## config.mk

```make
export PLATFORM = sky130hd
export DESIGN_NAME = phy_link_init_seq
export DESIGN_NICKNAME = d
export VERILOG_FILES = /design/src/rtl/lis_pkg.sv /design/src/rtl/lis_ctrl.sv /design/src/rtl/lis_datapath.sv /design/src/rtl/phy_link_init_seq.sv
export SDC_FILE = /design/constraint.sdc
export NUM_CORES = 1
export LEC_CHECK = 0
export ABC_AREA = 1
export BUFFER_PORTS_ARGS = -buffer_cell sky130_fd_sc_hd__buf_2
export CAP_MARGIN = 20
export CELL_PAD_IN_SITES_DETAIL_PLACEMENT = 0
export CELL_PAD_IN_SITES_GLOBAL_PLACEMENT = 1
export CORE_ASPECT_RATIO = 0.7
export CORE_MARGIN = 10
export CORE_UTILIZATION = 40
export DETAILED_ROUTE_END_ITERATION = 8
export GPL_TIMING_DRIVEN = 0
export MAX_ROUTING_LAYER = met4
export PLACE_DENSITY = 0.89
export SETUP_SLACK_MARGIN = 0.15
export SYNTH_ARGS = -nofsm -noshare
export SYNTH_HDL_FRONTEND = slang
export SYNTH_HIERARCHICAL = 1
export SYNTH_SLANG_ARGS = --single-unit
```

## constraint.sdc

```tcl
create_clock -name clk -period 1.7 [get_ports clk]
set_input_delay 0.425 -clock clk [delete_from_list [all_inputs] [get_ports clk]]
set_output_delay 0.425 -clock clk [all_outputs]
set_load 0.02 [all_outputs]
```

## src/rtl/lis_pkg.sv

```systemverilog
package lis_pkg;

  typedef enum logic [1:0] {
    CTL_IDLE    = 2'b00,
    CTL_STATUS  = 2'b01,
    CTL_RECEIVE = 2'b10,
    CTL_GRANT   = 2'b11
  } ctlCode_e;

  typedef enum logic [1:0] {
    SEQ_OFF  = 2'd0,
    SEQ_RUN  = 2'd1,
    SEQ_DONE = 2'd2
  } seqState_e;

  typedef enum logic {
    DATA_ZERO = 1'b0,
    DATA_ONES = 1'b1
  } dataPat_e;

  // strobes from control to datapath, registered by the datapath
  typedef struct packed {
    logic     clkOn;
    logic     ctlDrive;
    logic     dataDrive;
    ctlCode_e ctlCode;
    dataPat_e dataPat;
    logic     markDone;
    logic     acceptReq;
  } strobes_t;

endpackage

```

## src/rtl/lis_ctrl.sv

```systemverilog
module lis_ctrl
  import lis_pkg::*;
#(
  parameter int MIN_OFF_CYCLES   = 6,
  parameter int LOW_DRIVE_CYCLES = 7,
  parameter int RX_START         = 8,
  parameter int RX_CYCLES        = 2
) (
  input  logic     clk,
  input  logic     rstN,
  input  logic     lpsIn,
  input  logic     isoIn,
  output strobes_t strobes
);

  localparam int OFF_W   = $clog2(MIN_OFF_CYCLES + 1);
  localparam int LAST_RX = RX_START + RX_CYCLES - 1;
  localparam int CYC_W   = $clog2(LAST_RX + 1);

  localparam logic [OFF_W-1:0] OFF_LIMIT = OFF_W'(MIN_OFF_CYCLES);
  localparam logic [OFF_W-1:0] OFF_ONE   = OFF_W'(1);
  localparam logic [CYC_W-1:0] CYC_FIRST = CYC_W'(1);
  localparam logic [CYC_W-1:0] CYC_LOWND = CYC_W'(LOW_DRIVE_CYCLES);
  localparam logic [CYC_W-1:0] CYC_RX    = CYC_W'(RX_START);
  localparam logic [CYC_W-1:0] CYC_LAST  = CYC_W'(LAST_RX);

  seqState_e        state, stateNext;
  logic [OFF_W-1:0] offCnt, offCntNext;
  logic [CYC_W-1:0] cycCnt, cycCntNext;
  logic             isoHeld, isoHeldNext;
  logic             wakeOk;

  // wake-up only after a full low period
  assign wakeOk = lpsIn && (offCnt == OFF_LIMIT);

  always_comb begin
    stateNext   = state;
    offCntNext  = offCnt;
    cycCntNext  = cycCnt;
    isoHeldNext = isoHeld;
    unique case (state)
      SEQ_OFF: begin
        if (wakeOk) begin
          stateNext   = SEQ_RUN;
          cycCntNext  = CYC_FIRST;
          isoHeldNext = isoIn;       // mode taken once
          offCntNext  = '0;
        end else if (lpsIn) begin
          offCntNext  = '0;          // early return restarts the count
        end else if (offCnt != OFF_LIMIT) begin
          offCntNext  = offCnt + OFF_ONE;
        end
      end
      SEQ_RUN: begin
        if (!lpsIn) begin
          stateNext  = SEQ_OFF;
          offCntNext = OFF_ONE;
        end else if (cycCnt == CYC_LAST) begin
          stateNext  = SEQ_DONE;
        end else begin
          cycCntNext = cycCnt + CYC_FIRST;
        end
      end
      SEQ_DONE: begin
        if (!lpsIn) begin
          stateNext  = SEQ_OFF;
          offCntNext = OFF_ONE;
        end
      end
      default: begin
        stateNext  = SEQ_OFF;
        offCntNext = '0;
      end
    endcase
  end

  always_ff @(posedge clk or negedge rstN) begin
    if (!rstN) begin
      state   <= SEQ_OFF;
      offCnt  <= '0;
      cycCnt  <= '0;
      isoHeld <= 1'b0;
    end else begin
      state   <= stateNext;
      offCnt  <= offCntNext;
      cycCnt  <= cycCntNext;
      isoHeld <= isoHeldNext;
    end
  end

  // strobe decode for the cycle counted by cycCnt
  always_comb begin
    strobes = '0;
    unique case (state)
      SEQ_RUN: begin
        strobes.clkOn = 1'b1;
        if (cycCnt < CYC_RX) begin
          strobes.ctlCode = CTL_IDLE;
          strobes.dataPat = DATA_ZERO;
          if (isoHeld) begin
            strobes.ctlDrive  = (cycCnt == CYC_FIRST);
            strobes.dataDrive = (cycCnt == CYC_FIRST);
          end else begin
            strobes.ctlDrive  = (cycCnt <= CYC_LOWND);
            strobes.dataDrive = (cycCnt <= CYC_LOWND);
          end
        end else begin
          strobes.ctlCode = CTL_RECEIVE;
          strobes.dataPat = DATA_ONES;
          if (isoHeld) begin
            strobes.ctlDrive  = 1'b1;
            strobes.dataDrive = 1'b1;
          end else begin
            strobes.ctlDrive  = (cycCnt == CYC_RX);
            strobes.dataDrive = (cycCnt == CYC_RX);
          end
        end
      end
      SEQ_DONE: begin
        strobes.clkOn     = 1'b1;
        strobes.ctlDrive  = 1'b1;
        strobes.dataDrive = 1'b1;
        strobes.ctlCode   = CTL_IDLE;
        strobes.dataPat   = DATA_ZERO;
        strobes.markDone  = 1'b1;
        strobes.acceptReq = 1'b1;
      end
      default: strobes = '0;
    endcase
  end

endmodule

```

## src/rtl/lis_datapath.sv

```systemverilog
module lis_datapath
  import lis_pkg::*;
#(
  parameter int DATA_W = 8
) (
  input  logic              clk,
  input  logic              rstN,
  input  strobes_t          strobes,
  input  logic              lreqIn,
  output logic              sysClkEn,
  output logic [1:0]        ctlOut,
  output logic              ctlOe,
  output logic [DATA_W-1:0] dOut,
  output logic              dOe,
  output logic              initDone,
  output logic              lreqValid
);

  logic [DATA_W-1:0] dNext;

  // per-bit pattern expansion
  for (genvar i = 0; i < DATA_W; i++) begin : g_dbit
    assign dNext[i] = (strobes.dataPat == DATA_ONES);
  end

  always_ff @(posedge clk or negedge rstN) begin
    if (!rstN) begin
      sysClkEn  <= 1'b0;
      ctlOut    <= 2'b00;
      ctlOe     <= 1'b0;
      dOut      <= '0;
      dOe       <= 1'b0;
      initDone  <= 1'b0;
      lreqValid <= 1'b0;
    end else begin
      sysClkEn  <= strobes.clkOn;
      ctlOut    <= strobes.ctlCode;
      ctlOe     <= strobes.ctlDrive;
      dOut      <= dNext;
      dOe       <= strobes.dataDrive;
      initDone  <= strobes.markDone;
      // request forwarded only once done is already visible
      lreqValid <= strobes.acceptReq & initDone & lreqIn;
    end
  end

endmodule

```

## src/rtl/phy_link_init_seq.sv

```systemverilog
module phy_link_init_seq
  import lis_pkg::*;
#(
  parameter int MIN_OFF_CYCLES   = 6,
  parameter int LOW_DRIVE_CYCLES = 7,
  parameter int RX_START         = 8,
  parameter int RX_CYCLES        = 2,
  parameter int DATA_W           = 8
) (
  input  logic              clk,
  input  logic              rstN,
  input  logic              lpsIn,
  input  logic              isoIn,
  input  logic              lreqIn,
  output logic              sysClkEn,
  output logic [1:0]        ctlOut,
  output logic              ctlOe,
  output logic [DATA_W-1:0] dOut,
  output logic              dOe,
  output logic              initDone,
  output logic              lreqValid
);

  strobes_t strobes;

  lis_ctrl #(
    .MIN_OFF_CYCLES  (MIN_OFF_CYCLES),
    .LOW_DRIVE_CYCLES(LOW_DRIVE_CYCLES),
    .RX_START        (RX_START),
    .RX_CYCLES       (RX_CYCLES)
  ) u_ctrl (
    .clk    (clk),
    .rstN   (rstN),
    .lpsIn  (lpsIn),
    .isoIn  (isoIn),
    .strobes(strobes)
  );

  lis_datapath #(
    .DATA_W(DATA_W)
  ) u_dp (
    .clk      (clk),
    .rstN     (rstN),
    .strobes  (strobes),
    .lreqIn   (lreqIn),
    .sysClkEn (sysClkEn),
    .ctlOut   (ctlOut),
    .ctlOe    (ctlOe),
    .dOut     (dOut),
    .dOe      (dOe),
    .initDone (initDone),
    .lreqValid(lreqValid)
  );

endmodule

```

## Word level (Yosys, flattened, before mapping)

Index checks and enable logic that the tools add are counted.

- Add/subtract/negate cells: 2
- Multiply operators: 0
- Div/mod/pow operators: 0
- Magnitude comparators: 2
- Eq/ne operators: 14
- Shift-type cells: 0
- Muxes and demuxes: 19
- Bitwise gates (word level): 2
- Reduce and logical (&&, ||, !) cells: 8

Operator list:

| operator | number |
|---|---|
| $mux 2 | 7 |
| $mux 3 | 4 |
| $mux 4 | 3 |
| $pmux 6 s2 | 1 |
| $eq 4x4->1 const B | 2 |
| $ne 2x2->1 const B | 4 |
| $pmux 4 s2 | 1 |
| $pmux 2 s3 | 1 |
| $pmux 3 s2 | 1 |
| $mux 5 | 1 |
| $add 4x1->4 const B | 1 |
| $eq 4x1->1 const B | 1 |
| $le 4x3->1 const B | 1 |
| $lt 4x4->1 const B | 1 |
| $ne 4x2->1 const B | 1 |
| $reduce_and 2->1 | 2 |
| $reduce_and 4->1 | 1 |
| $add 3x1->3 const B | 1 |
| $eq 3x3->1 const B | 1 |
| $ne 3x2->1 const B | 1 |
| $ne 3x3->1 const B | 1 |
| $reduce_and 3->1 | 1 |
| $and 1x1->1 | 2 |
| $eq 2x1->1 const B | 1 |
| 6 further kinds | 6 |

- Flip-flop bits (word level): 18
- Bits in latches: 0
- RAM bits: 0
- Memory bits (read-only): 0
- Output and inout bits: 15
- Memories kept: 0

## Logic depth before layout (Yosys ltp)

Gate-level depths: netlist (run 1).

- Depth in word-level cells: 5
- Gate-level depth with buffers: 9
- Mapped depth without buffers: 8

## By module

The synthesis (run 1) kept the hierarchy.

By module, submodules not included:

| module | instances | cells each | area each (um^2) | seq. area each (um^2) |
|---|---|---|---|---|
| lis_ctrl | 1 | 109 | 807.0 | 250.2 |
| lis_datapath | 1 | 18 | 266.5 | 200.2 |

## Worst setup path after synthesis (run 1)

No wires, ideal clock.

- Kind: reg2reg
- From: reg u_ctrl.state[0]
- To: reg u_ctrl.offCnt[0]
- Arrival: 1.181 ns
- Path slack: 0.398 ns
- Stages on the path, launching flop included: 9
- Period minus slack after synthesis: 1.302 ns
- Cells stage by stage: dfrtp_1 > inv_1 > ha_1 > inv_1 > nor2_2 > a21boi_2 > clkinv_2 > nand2_1 > o21ai_2

- Word-level cells in the longest chain between the ends: 4

Ends and longest elaborated chain:

| element | line | source |
|---|---|---|
| from (decl) | lis_ctrl.sv:27 | `seqState_e state, stateNext;` |
| from (signal assigned) | lis_ctrl.sv:84 | `state <= stateNext;` |
| $eq 2x1->1 or $eq 2x2->1 (tied branches) | lis_ctrl.sv:41 | `unique case (state)` |
| $reduce_or 2->1 (no source line) | -- |  |
| $ne 2x2->1 (no source line) | -- |  |
| $reduce_and 2->1 (no source line) | -- |  |
| to (signal assigned) | lis_ctrl.sv:85 | `offCnt <= offCntNext;` |
| to (decl) | lis_ctrl.sv:28 | `logic [OFF_W-1:0] offCnt, offCntNext;` |

Several ways; a longest one is shown, not always the timed one.
A chain may end at the register's enable or synchronous reset.

## Worst setup path after layout (run 1)

- From: reg u_ctrl.state[1]
- To: reg u_ctrl.cycCnt[1]

- Word-level cells in the longest chain between the ends: 3

Ends and longest elaborated chain:

| element | line | source |
|---|---|---|
| $eq 2x1->1 or $logic_not 2->1 (tied branches) | lis_ctrl.sv:41 |  |
| $ne 2x2->1 (no source line), or another cell as far along | -- |  |
| $reduce_and 4->1 (no source line) | -- |  |
| to (signal assigned) | lis_ctrl.sv:86 | `cycCnt <= cycCntNext;` |
| to (decl) | lis_ctrl.sv:29 | `logic [CYC_W-1:0] cycCnt, cycCntNext;` |

Several ways; a longest one is shown, not always the timed one.

==> qor.yml, run 1 <==
p_leak_uw: 0.000739
nets: 166
period_share: 0.859
core_area_sq_um: 2510
worstSetupStartpointType: "flip-flop"
die_w_microns: 81.9
synth_ff_type: "dfrtp_1"
fin_crit_ps: 1460
outcome: "complete, no violations"
start_util: 0.427
clkLatencyLatePin_ps: 250
numPortBuffers: 18
htreeDepth: 1
holdCritPathClass: "in -> async"
worst_r2r_endpoint: "u_ctrl/cycCnt[1]"
ys_ff_latch: 18
crit_chain: "inv_1 > ha_1 > buf_4 > nor2_2 > a21oi_2 > nand2_2 > nand2_1 > nand2_1"
synth_commonest_cells: "nand2_1 (33), dfrtp_1 (18), inv_1 (18)"
required_ps: 1850
wl_met3_microns: 265
synth_nets: 141
timing.fmax_mhz: 685
wl_per_cell_microns: 11.7
worstReg2RegStart: "u_ctrl/state[1]"
clk_pin_slew_ps: 70
syn_avg_cell_area_sq_um: 8.45
cts_num_sinks: 18
cp_top_family: "flip-flops"
ant_nets: 0
crit_top_cell: "nand2_1"
drcViolationCount: 0
r2r_slack_ps: 240
hold_viol: 0
routed_via_density: 4.53
endpoint_kind: "flip-flop"
cts_buffers: 3
drt_iter0_drc: 40
cpPeakStageDelay_ps: 400
overflow: 0
finalSetupTns_ps: 0
synth.yosys.warnings: 6
ys_async_sr_fraction: 1.00
via_count: 838
met2_wirelength_microns: 876
dpl.hpwl_microns: 1650
synth_area_sq_um: 1070
grt_setup_unrepaired: "false"
synthDistinctLibCells: 24
cp_slowest_cell: "dfrtp_1"
yosysSeqAreaShare: 0.420
p_per_area_nw_per_um2: 1410
crit_start: "u_ctrl/state[1]"
cp.depth: 8
grt_use_total: 0.0853
arrival_ps: 1610
yosysTopAreaCellShare: 0.420
worstSetupPathType: "reg -> reg"
cts-root-buf: "clkbuf_8"
final_layout_size_suffix_gt1_frac: 0.325
setup_violations: 0
ys_top_cells_by_area: "dfrtp_1 (42%), nand2_1 (12%), ha_1 (10%)"
grt_pass1_vias: 769
hold_ws_ps: 96.8
dp_slack_ps: 228
cts_tree: "done"
die_area_sq_um: 5190
syn_inst: 127
pin_count: 20
fin_ws_ps: 239
antenna_cells: 0
highest_layer: "met4"
cts.path.max_buffers: 2
synth_edf_count: 0
yosys.area.top_type: "dfrtp_1"
wl_met1_microns: 1010
place_congestion: 0.833
first_pass_iters: 4
worst-path-buf-inv: 2
slew_viol_final: 0
crit_end: "u_ctrl/cycCnt[1]"
antenna_found_initial: 0
fillerInstances: 247
rows: 15
grt_pass1_wl_microns: 3370
rr_worst_depth: 8
cap_violations: 0
die_y_microns: 63.3
routed_wl_microns: 2160
final_core_util: 0.509
post-synth-top-count-cell: "nand2_1"
path_max_fanout: 8
ir_worst_vdd_uv: 778
area_growth_pct: 19.3
grt_max_degree: 19
finalClockSkew_ps: 4.07
-- sequential cells by signal, summed over array words and instances (netlist names) --
register,cells
u_ctrl/cycCnt,4
u_ctrl/isoHeld,1
u_ctrl/offCnt,3
u_ctrl/state,2
u_dp/ctlOe,1
u_dp/ctlOut,2
u_dp/dOe,1
u_dp/dOut,1
u_dp/initDone,1
u_dp/lreqValid,1
u_dp/sysClkEn,1
-- cell usage in the layout, fill, tap and decap left out, types with 2 or more instances in the layout --
| cell type | Yosys | routed |
|---|---|---|
| nand3_2 | 2 | 2 |
| buf_4 | 11 | 14 |
| nor2_2 | 3 | 3 |
| xor2_1 | 2 | 2 |
| nand4_1 | 3 | 3 |
| nand3_1 | 6 | 6 |
| ha_1 | 9 | 8 |
| clkbuf_8 | 0 | 4 |
| buf_2 | 1 | 18 |
| o21ai_1 | 3 | 3 |
| nor2_1 | 4 | 4 |
| inv_1 | 18 | 18 |
| o21ai_2 | 2 | 2 |
| nand2_1 | 33 | 33 |
| dfrtp_1 | 18 | 18 |
| a21oi_1 | 3 | 3 |
-- worst min-delay path by stage --
stage                             to  slack (ps)  depth (start not counted)  startpoint
finish              u_ctrl/offCnt[0]         100                          1        rstN
global route         u_ctrl/state[1]         130                          1        rstN
CTS                 u_ctrl/offCnt[0]         100                          1        rstN
detailed placement     u_dp/initDone         380                          1        rstN
global placement       u_dp/sysClkEn         380                          1        rstN
floorplan           u_ctrl/cycCnt[0]         130                          0        rstN
-- logic make-up after synthesis --
| group | share of synthesized area |
|---|---|
| and+or+nand+nor | 0.228 |
| buffers and inverters | 0.160 |
| DFF | 0.420 |
| AOI/OAI and AO/OA | 0.0676 |
| adders and majority gates | 0.105 |
| xor gates and xnor gates | 0.0163 |
| other | 0.00349 |
-- routing by layer --
metal  GRT usage  vias up
li1            -      429
met3      0.0467        2
met2       0.121       25
met5           -        -
met1      0.0983      382
met4      0.0318        0
-- timing repair --
action                                  4_1_cts  5_1_grt
buffers inserted                              0        2
hold buffers                                  0        0
endpoints found under the setup margin        0        8
gates resized for setup                       0        3
-- metrics by stage --
| stage | instances | cell area, sq um | power, uW |
|---|---|---|---|
| after floorplan | 127 | 1070 | 1220 |
| after global placement | 179 | 1210 | 1390 |
| after detailed placement | 179 | 1210 | 1420 |
| after CTS | 183 | 1260 | 1780 |
| after global routing | 185 | 1280 | 1960 |
| final | 185 | 1280 | 1810 |
-- power breakdown --
group	leakage (uW)	switching, uW	total [uW]	internal, uW
registers	0.000238	93.6	629	536
logic	0.000472	504	835	331
clock network	0.0000288	139	345	206
-- cell type report --
| type | instances | area (sq um) | share of cell area |
|---|---|---|---|
| Buffer | 13 | 101 | 0.0791 |
| Clock buffer | 4 | 55.1 | 0.0430 |
| Inverter | 19 | 72.6 | 0.0566 |
| Multi-Input combinational cell | 77 | 454 | 0.354 |
| Sequential cell | 18 | 450 | 0.352 |
| Tap cell | 34 | 42.5 | 0.0332 |
| Timing Repair Buffer | 20 | 105 | 0.0820 |
Note: power is estimated with default switching activity, not from simulation.
==> run 2, diff against run 1 <==
- CORE_ASPECT_RATIO: 0.7 -> 0.5
==> run 2 against run 1 <==
  * Clock-buffer cell count is the same
  * Utilization is 1.9 points lower
  * Register-to-register slack gained 30 ps
  * Sequential power about the same
  * Global-route usage is 0.42 points lower
  * Cell count rose by 0.54%
  * Largest cell class unchanged
  * Largest power group unchanged
==> qor.yml, run 2 (same netlist as run 1, synthesis figures left out) <==
dp_slack_ps: 238  # was 228 ps
cts.path.max_buffers: 2  # unchanged
arrival_ps: 1560  # was 1610 ps
fin_cells: 186  # was 185
core_area_sq_um: 2590  # was 2510 sq um
setup_violations: 0  # unchanged
numPortBuffers: 18  # unchanged
rows: 13  # was 15
p_seq_frac: 0.360  # was 0.348
crit_top_cell: "nand2_1"  # unchanged
grt_pass1_vias: 785  # was 769
first_pass_iters: 4  # unchanged
top_register: "u_ctrl/cycCnt"  # unchanged
power_frac_comb: 0.444  # was 0.461
die_w_microns: 93.3  # was 81.9 microns
outcome: "complete, no violations"  # unchanged
cts_num_sinks: 18  # unchanged
ir_worst_vdd_uv: 349  # was 778 uV
r2r_slack_ps: 270  # was 240 ps
clock_power_share: 0.195  # was 0.191
htreeDepth: 1  # unchanged
fin_crit_ps: 1430  # was 1460 ps
switchingPower_uw: 709  # was 736 uW
clk_pin_slew_ps: 70  # about the same
grt_use_total: 0.0812  # was 0.0853
crit_start: "u_ctrl/state[1]"  # unchanged
cts_tree: "done"  # unchanged
intPower_uw: 1040  # was 1070 uW
via_count: 789  # was 838
worst_r2r_endpoint: "u_ctrl/state[1]"  # was u_ctrl/cycCnt[1]
start_util: 0.415  # was 0.427
required_ps: 1830  # was 1850 ps
clkLatencyLatePin_ps: 250  # about the same
finalSetupTns_ps: 0  # unchanged
area_growth_pct: 18.1  # was 19.3%
cp_top_family: "flip-flops"  # unchanged
die_area_sq_um: 5280  # was 5190 sq um
holdCritPathClass: "in -> async"  # unchanged
fin_ws_ps: 271  # was 239 ps
pin_count: 20  # unchanged
worstReg2RegStart: "u_ctrl/state[1]"  # unchanged
worstSetupStartpointType: "flip-flop"  # unchanged
reg.largest.list: "u_ctrl/cycCnt (4), u_ctrl/offCnt (3)"  # unchanged
grt_setup_unrepaired: "false"  # unchanged
final_layout_size_suffix_gt1_frac: 0.315  # was 0.325
ant_nets: 0  # unchanged
finalClockSkew_ps: 6.01  # was 4.07 ps
cpPeakStageDelay_ps: 400  # about the same
antenna_found_initial: 0  # unchanged
place_congestion: 0.775  # was 0.833
antenna_cells: 0  # unchanged
worstSetupPathType: "reg -> reg"  # unchanged
hold_viol: 0  # unchanged
final_cell_mix: "nand2_1 (33), buf_2 (19), inv_1 (18), dfrtp_1 (18), buf_4 (11)"  # was nand2_1 (33), buf_2 (18), inv_1 (18), dfrtp_1 (18), buf_4 (14)
drt_iter0_drc: 44  # was 40
die_y_microns: 56.6  # was 63.3 microns
dpl.hpwl_microns: 1510  # was 1650 microns
crit_chain: "inv_1 > ha_1 > buf_2 > nand2_1 > inv_1 > nand2_1 > nand3_1 > nand2_1 > o21ai_1"  # was inv_1 > ha_1 > buf_4 > nor2_2 > a21oi_2 > nand2_2 > nand2_1 > nand2_1
period_share: 0.840  # was 0.859
timing.fmax_mhz: 700  # was 685 MHz
cts_buffers: 3  # unchanged
nets: 164  # was 166
cap_violations: 0  # unchanged
routed_via_density: 4.24  # was 4.53
cp_slowest_cell: "dfrtp_1"  # unchanged
cts_setup_buffers: 0  # unchanged
layout_commonest_cell: "nand2_1"  # unchanged
grt_max_degree: 19  # unchanged
worst-path-buf-inv: 3  # was 2
path_max_fanout: 8  # unchanged
endpoint_kind: "flip-flop"  # unchanged
slew_viol_final: 0  # unchanged
routed_wl_microns: 1880  # was 2160 microns
overflow: 0  # unchanged
rr_worst_depth: 9  # was 8
p_per_area_nw_per_um2: 1380  # was 1410 nW/um^2
switching_share: 0.406  # was 0.407
wl_per_cell_microns: 10.1  # was 11.7 microns
grt_pass1_wl_microns: 3440  # was 3370 microns
drcViolationCount: 0  # unchanged
p_leak_uw: 0.000728  # was 0.000739 uW
fillerInstances: 270  # was 247
cts-root-buf: "clkbuf_8"  # unchanged
largest_reg_flops: 4  # unchanged
dp_cells: 182  # was 179
[run 2: repair_timing]
action / 4_1_cts / 5_1_grt
setup endpoints to repair: 0 / 7
gates resized for setup: 0 / 1
hold buffers: 0 / 0
[run 2: layout make-up]
type	count	area, sq um	area share
tap	37	46.3	0.0365
inverter	19	72.6	0.0573
timing repair buffer	18	90.1	0.0711
clock buffer	4	55.1	0.0434
sequential	18	450	0.355
buffer	13	98.8	0.0780
multi-input combinational	77	454	0.358
[run 2: worst max-delay path by stage]
stage | endpoint | cells past startpoint
after floorplan | u_ctrl/offCnt[0] | 8
after global placement | u_ctrl/cycCnt[1] | 7
after detailed placement | u_ctrl/cycCnt[3] | 7
after CTS | u_ctrl/cycCnt[3] | 7
after global routing | u_ctrl/cycCnt[1] | 8
final | u_ctrl/state[1] | 9
[run 2: routing by layer]
layer,vias to the layer above,global-route usage,wire [microns]
met5,-,-,0
met4,0,0.0262,14
met3,2,0.0358,151
met2,18,0.128,834
met1,346,0.0902,883
li1,423,-,-
[run 2: per-stage QoR]
step	total power (uW)	hold WS, ps	area [sq um]	util
2_1_floorplan	1220	129	1070	-
3_3_place_gp	1390	376	1210	0.468
3_5_place_dp	1410	379	1210	0.468
4_1_cts	1760	101	1260	0.489
6_report	1750	89.9	1270	0.490
5_1_grt	1930	112	1270	0.490
[run 2: power groups by stage]
stage	Clock, uW	Sequential [uW]	Combinational (uW)
after global placement	0	631	760
after CTS	356	629	779
after detailed placement	0	636	776
after floorplan	0	664	559
final	341	629	776
after global routing	375	650	904
==> run 3, diff against run 2 <==
- ABC_AREA: 1 -> 0
- CORE_UTILIZATION: 40 -> 38
- PLACE_DENSITY: 0.89 -> 0.85
- clock period: 1.7 -> 1.27 ns (I/O delays scaled with it)
==> run 3 against run 2 <==
  * The run now ends with negative setup slack left
  * Combinational power rose to 3.7 times the previous value
  * Via count rose by 25%
  * Clock power rose by 37%
  * Design area rose by 43%
  * Hold slack improved by 200 ps
  * Global-route usage rose by 2.5 points
  * Wire length rose by 58%
  * Area after synthesis rose by 6.8%
  * Register-to-register slack got worse by 520 ps
  * Sequential share of layout area fell by 10 points
==> qor.yml, run 3 <==
wl_per_cell_microns: 15.2  # was 10.1 microns
final_layout_size_suffix_gt1_frac: 0.610  # was 0.315
die_y_microns: 58.8  # was 56.6 microns
numPortBuffers: 19  # was 18
synth_commonest_cells: "dfrtp_1 (18), buf_4 (12), ha_1 (9)"  # was nand2_1 (33), dfrtp_1 (18), inv_1 (18)
area_growth_pct: 58.0  # was 18.1%
syn_avg_cell_area_sq_um: 10.1  # was 8.45 sq um
cap_violations: 0  # unchanged
power.total_uw: 4310  # was 1750 uW
ys_top_cells_by_area: "dfrtp_1 (39%), ha_1 (9.8%), buf_4 (7.9%)"  # was dfrtp_1 (42%), nand2_1 (12%), ha_1 (10%)
seq_area_sq_um: 454  # was 450 sq um
p_per_area_nw_per_um2: 2380  # was 1380 nW/um^2
violations: "negative setup slack"
die_w_microns: 97.7  # was 93.3 microns
r2r_slack_ps: -250  # was 270 ps
drt_iter0_drc: 44  # unchanged
htreeDepth: 1  # unchanged
worst_r2r_endpoint: "u_ctrl/state[0]"  # was u_ctrl/state[1]
layout_commonest_cell: "buf_6"  # was nand2_1
setup_violations: 18  # was 0
finalClockSkew_ps: 1.68  # was 6.01 ps
cp_top_family: "flip-flops"  # unchanged
first_pass_iters: 4  # unchanged
fin_ws_ps: -248  # was 271 ps
crit_end: "u_ctrl/state[0]"  # was u_ctrl/state[1]
path_max_fanout: 4  # was 8
hold_viol: 0  # unchanged
synthDistinctLibCells: 41  # was 24
synth_ff_type: "dfrtp_1"  # unchanged
yosys.area.top_type: "dfrtp_1"  # unchanged
worstSetupStartpointType: "flip-flop"  # unchanged
cts_buffers: 3  # unchanged
synth_edf_count: 0  # unchanged
dp_slack_ps: -353  # was 238 ps
timing.fmax_mhz: 659  # was 700 MHz
antenna_found_initial: 0  # unchanged
worstSetupPathType: "reg -> reg"  # unchanged
synth_nets: 127  # was 141
ant_nets: 0  # unchanged
required_ps: 1410  # was 1830 ps
final_cell_mix: "buf_6 (28), buf_4 (23), dfrtp_1 (15)"  # was nand2_1 (33), buf_2 (19), inv_1 (18), dfrtp_1 (18), buf_4 (11)
cts.path.max_buffers: 2  # unchanged
hold_ws_ps: 292  # was 89.9 ps
worst-path-buf-inv: 1  # was 3
synth.yosys.warnings: 6  # unchanged
ir_worst_vdd_uv: 991  # was 349 uV
slew_viol_final: 0  # unchanged
routed_wl_microns: 2980  # was 1880 microns
grt_pass1_vias: 973  # was 785
via_count: 988  # was 789
clk_pin_slew_ps: 70  # about the same
synth_area_sq_um: 1150  # was 1070 sq um
dpl.hpwl_microns: 1740  # was 1510 microns
top_register: "u_ctrl/cycCnt"  # unchanged
grt_setup_unrepaired: "true"  # was false
yosysSeqAreaShare: 0.393  # was 0.420
overflow: 0  # unchanged
ys_ff_latch: 18  # unchanged
cts_num_sinks: 18  # unchanged
drcViolationCount: 0  # unchanged
yosysTopAreaCellShare: 0.393  # was 0.420
period_share: 1.19  # was 0.840
antenna_cells: 0  # unchanged
core_area_sq_um: 2730  # was 2590 sq um
start_util: 0.419  # was 0.415
fillerInstances: 198  # was 270
grt_use_total: 0.106  # was 0.0812
rr_worst_depth: 6  # was 9
finalSetupTns_ps: -1920  # was 0 ps
cpPeakStageDelay_ps: 400  # about the same
pin_count: 20  # unchanged
syn_inst: 113  # was 127
ys_async_sr_fraction: 1.00  # unchanged
cts_tree: "done"  # unchanged
cts-root-buf: "clkbuf_8"  # unchanged
clkLatencyLatePin_ps: 250  # about the same
post-synth-top-count-cell: "dfrtp_1"  # was nand2_1
cp.depth: 6  # was 9
multi_input_area_sq_um: 702  # was 454 sq um
nets: 174  # was 164
crit_start: "u_ctrl/cycCnt[1]"  # was u_ctrl/state[1]
routed_via_density: 5.04  # was 4.24
place_congestion: 0.787  # was 0.775
grt_pass1_wl_microns: 4780  # was 3440 microns
arrival_ps: 1660  # was 1560 ps
cp_slowest_cell: "dfrtp_1"  # unchanged
p_leak_uw: 0.000856  # was 0.000728 uW
grt_max_degree: 19  # unchanged
reg.largest.list: "u_ctrl/cycCnt (4), u_ctrl/offCnt (3)"  # unchanged
fin_crit_ps: 1520  # was 1430 ps
largest_reg_flops: 4  # unchanged
outcome: "complete, but fails checks"  # was complete, no violations
endpoint_kind: "flip-flop"  # unchanged
rows: 13  # unchanged
holdCritPathClass: "in -> reg"  # was in -> async
worstReg2RegStart: "u_ctrl/cycCnt[1]"  # was u_ctrl/state[1]
die_area_sq_um: 5750  # was 5280 sq um
crit_chain: "inv_2 > ha_4 > nand3b_4 > and2_4 > a21boi_4 > mux2_4"  # was inv_1 > ha_1 > buf_2 > nand2_1 > inv_1 > nand2_1 > nand3_1 > nand2_1 > o21ai_1
-- run 3: changes by cell type in the layout (fill, tap and decap cells not counted), moves of 5 or more --
cell | before | now
ha_4 | 0 | 5
buf_6 | 1 | 28
buf_2 | 19 | 6
inv_2 | 0 | 5
ha_1 | 8 | 2
nand2_1 | 33 | 5
buf_4 | 11 | 23
inv_1 | 18 | 0
-- run 3: area by class of cell --
| class | count | share of cell area |
|---|---|---|
| Inverter | 6 | 0.0138 |
| Timing Repair Buffer | 42 | 0.206 |
| Clock buffer | 4 | 0.0304 |
| Multi-Input combinational cell | 73 | 0.388 |
| Sequential cell | 18 | 0.251 |
| Buffer | 16 | 0.0857 |
| Tap cell | 37 | 0.0256 |
-- run 3: logic make-up (layout without fill, tap and decap cells) --
kind of cell | after synthesis | in the layout | share of synthesized area
other | 1 | 1 | 0.00327
flip-flops | 18 | 18 | 0.393
AO/OA/AOI/OAI | 23 | 23 | 0.145
AND/OR/NAND/NOR | 36 | 36 | 0.199
multiplexers | 4 | 4 | 0.0404
buffers and inverters | 22 | 68 | 0.121
adder cells (fa/ha/maj) | 9 | 9 | 0.0983
-- run 3: stage by stage --
step	cells	utilization	instance area, sq um
3_5_place_dp	169	0.490	1340
2_1_floorplan	113	-	1200
5_1_grt	196	0.663	1810
3_3_place_gp	169	0.490	1340
6_report	196	0.663	1810
4_1_cts	188	0.606	1660
-- run 3: metal layers --
layer	track usage	up-vias	part of all wire
met3	0.0384	2	0.049
li1	-	479	-
met5	-	-	0
met2	0.195	25	0.54
met1	0.108	482	0.40
met4	0.0247	0	0.0040
-- run 3: report_power, final --
part	leakage (uW)	switching [uW]	internal (uW)	total [uW]
Clock	0.0000288	192	276	468
Combinational	0.000599	1320	1570	2890
Sequential	0.000228	171	781	952
-- run 3: what timing repair did --
| action | 4_1_cts | 5_1_grt |
|---|---|---|
| hold endpoints to repair | 18 | 0 |
| pin swaps | 7 | 14 |
| hold buffers | 1 | 0 |
| buffers inserted | 14 | 8 |
| gates resized for setup | 39 | 29 |
| endpoints found under the setup margin | 21 | 28 |
-- run 3: worst min-delay path by stage --
stage	from	to	slack [ps]	depth (start not counted)
3_5_place_dp	rstN	u_ctrl/offCnt[1]	270	1
3_3_place_gp	rstN	u_ctrl/offCnt[1]	270	1
6_report	isoIn	u_ctrl/isoHeld	290	2
4_1_cts	isoIn	u_ctrl/isoHeld	280	2
5_1_grt	isoIn	u_ctrl/isoHeld	290	2
2_1_floorplan	rstN	u_ctrl/cycCnt[0]	20	0
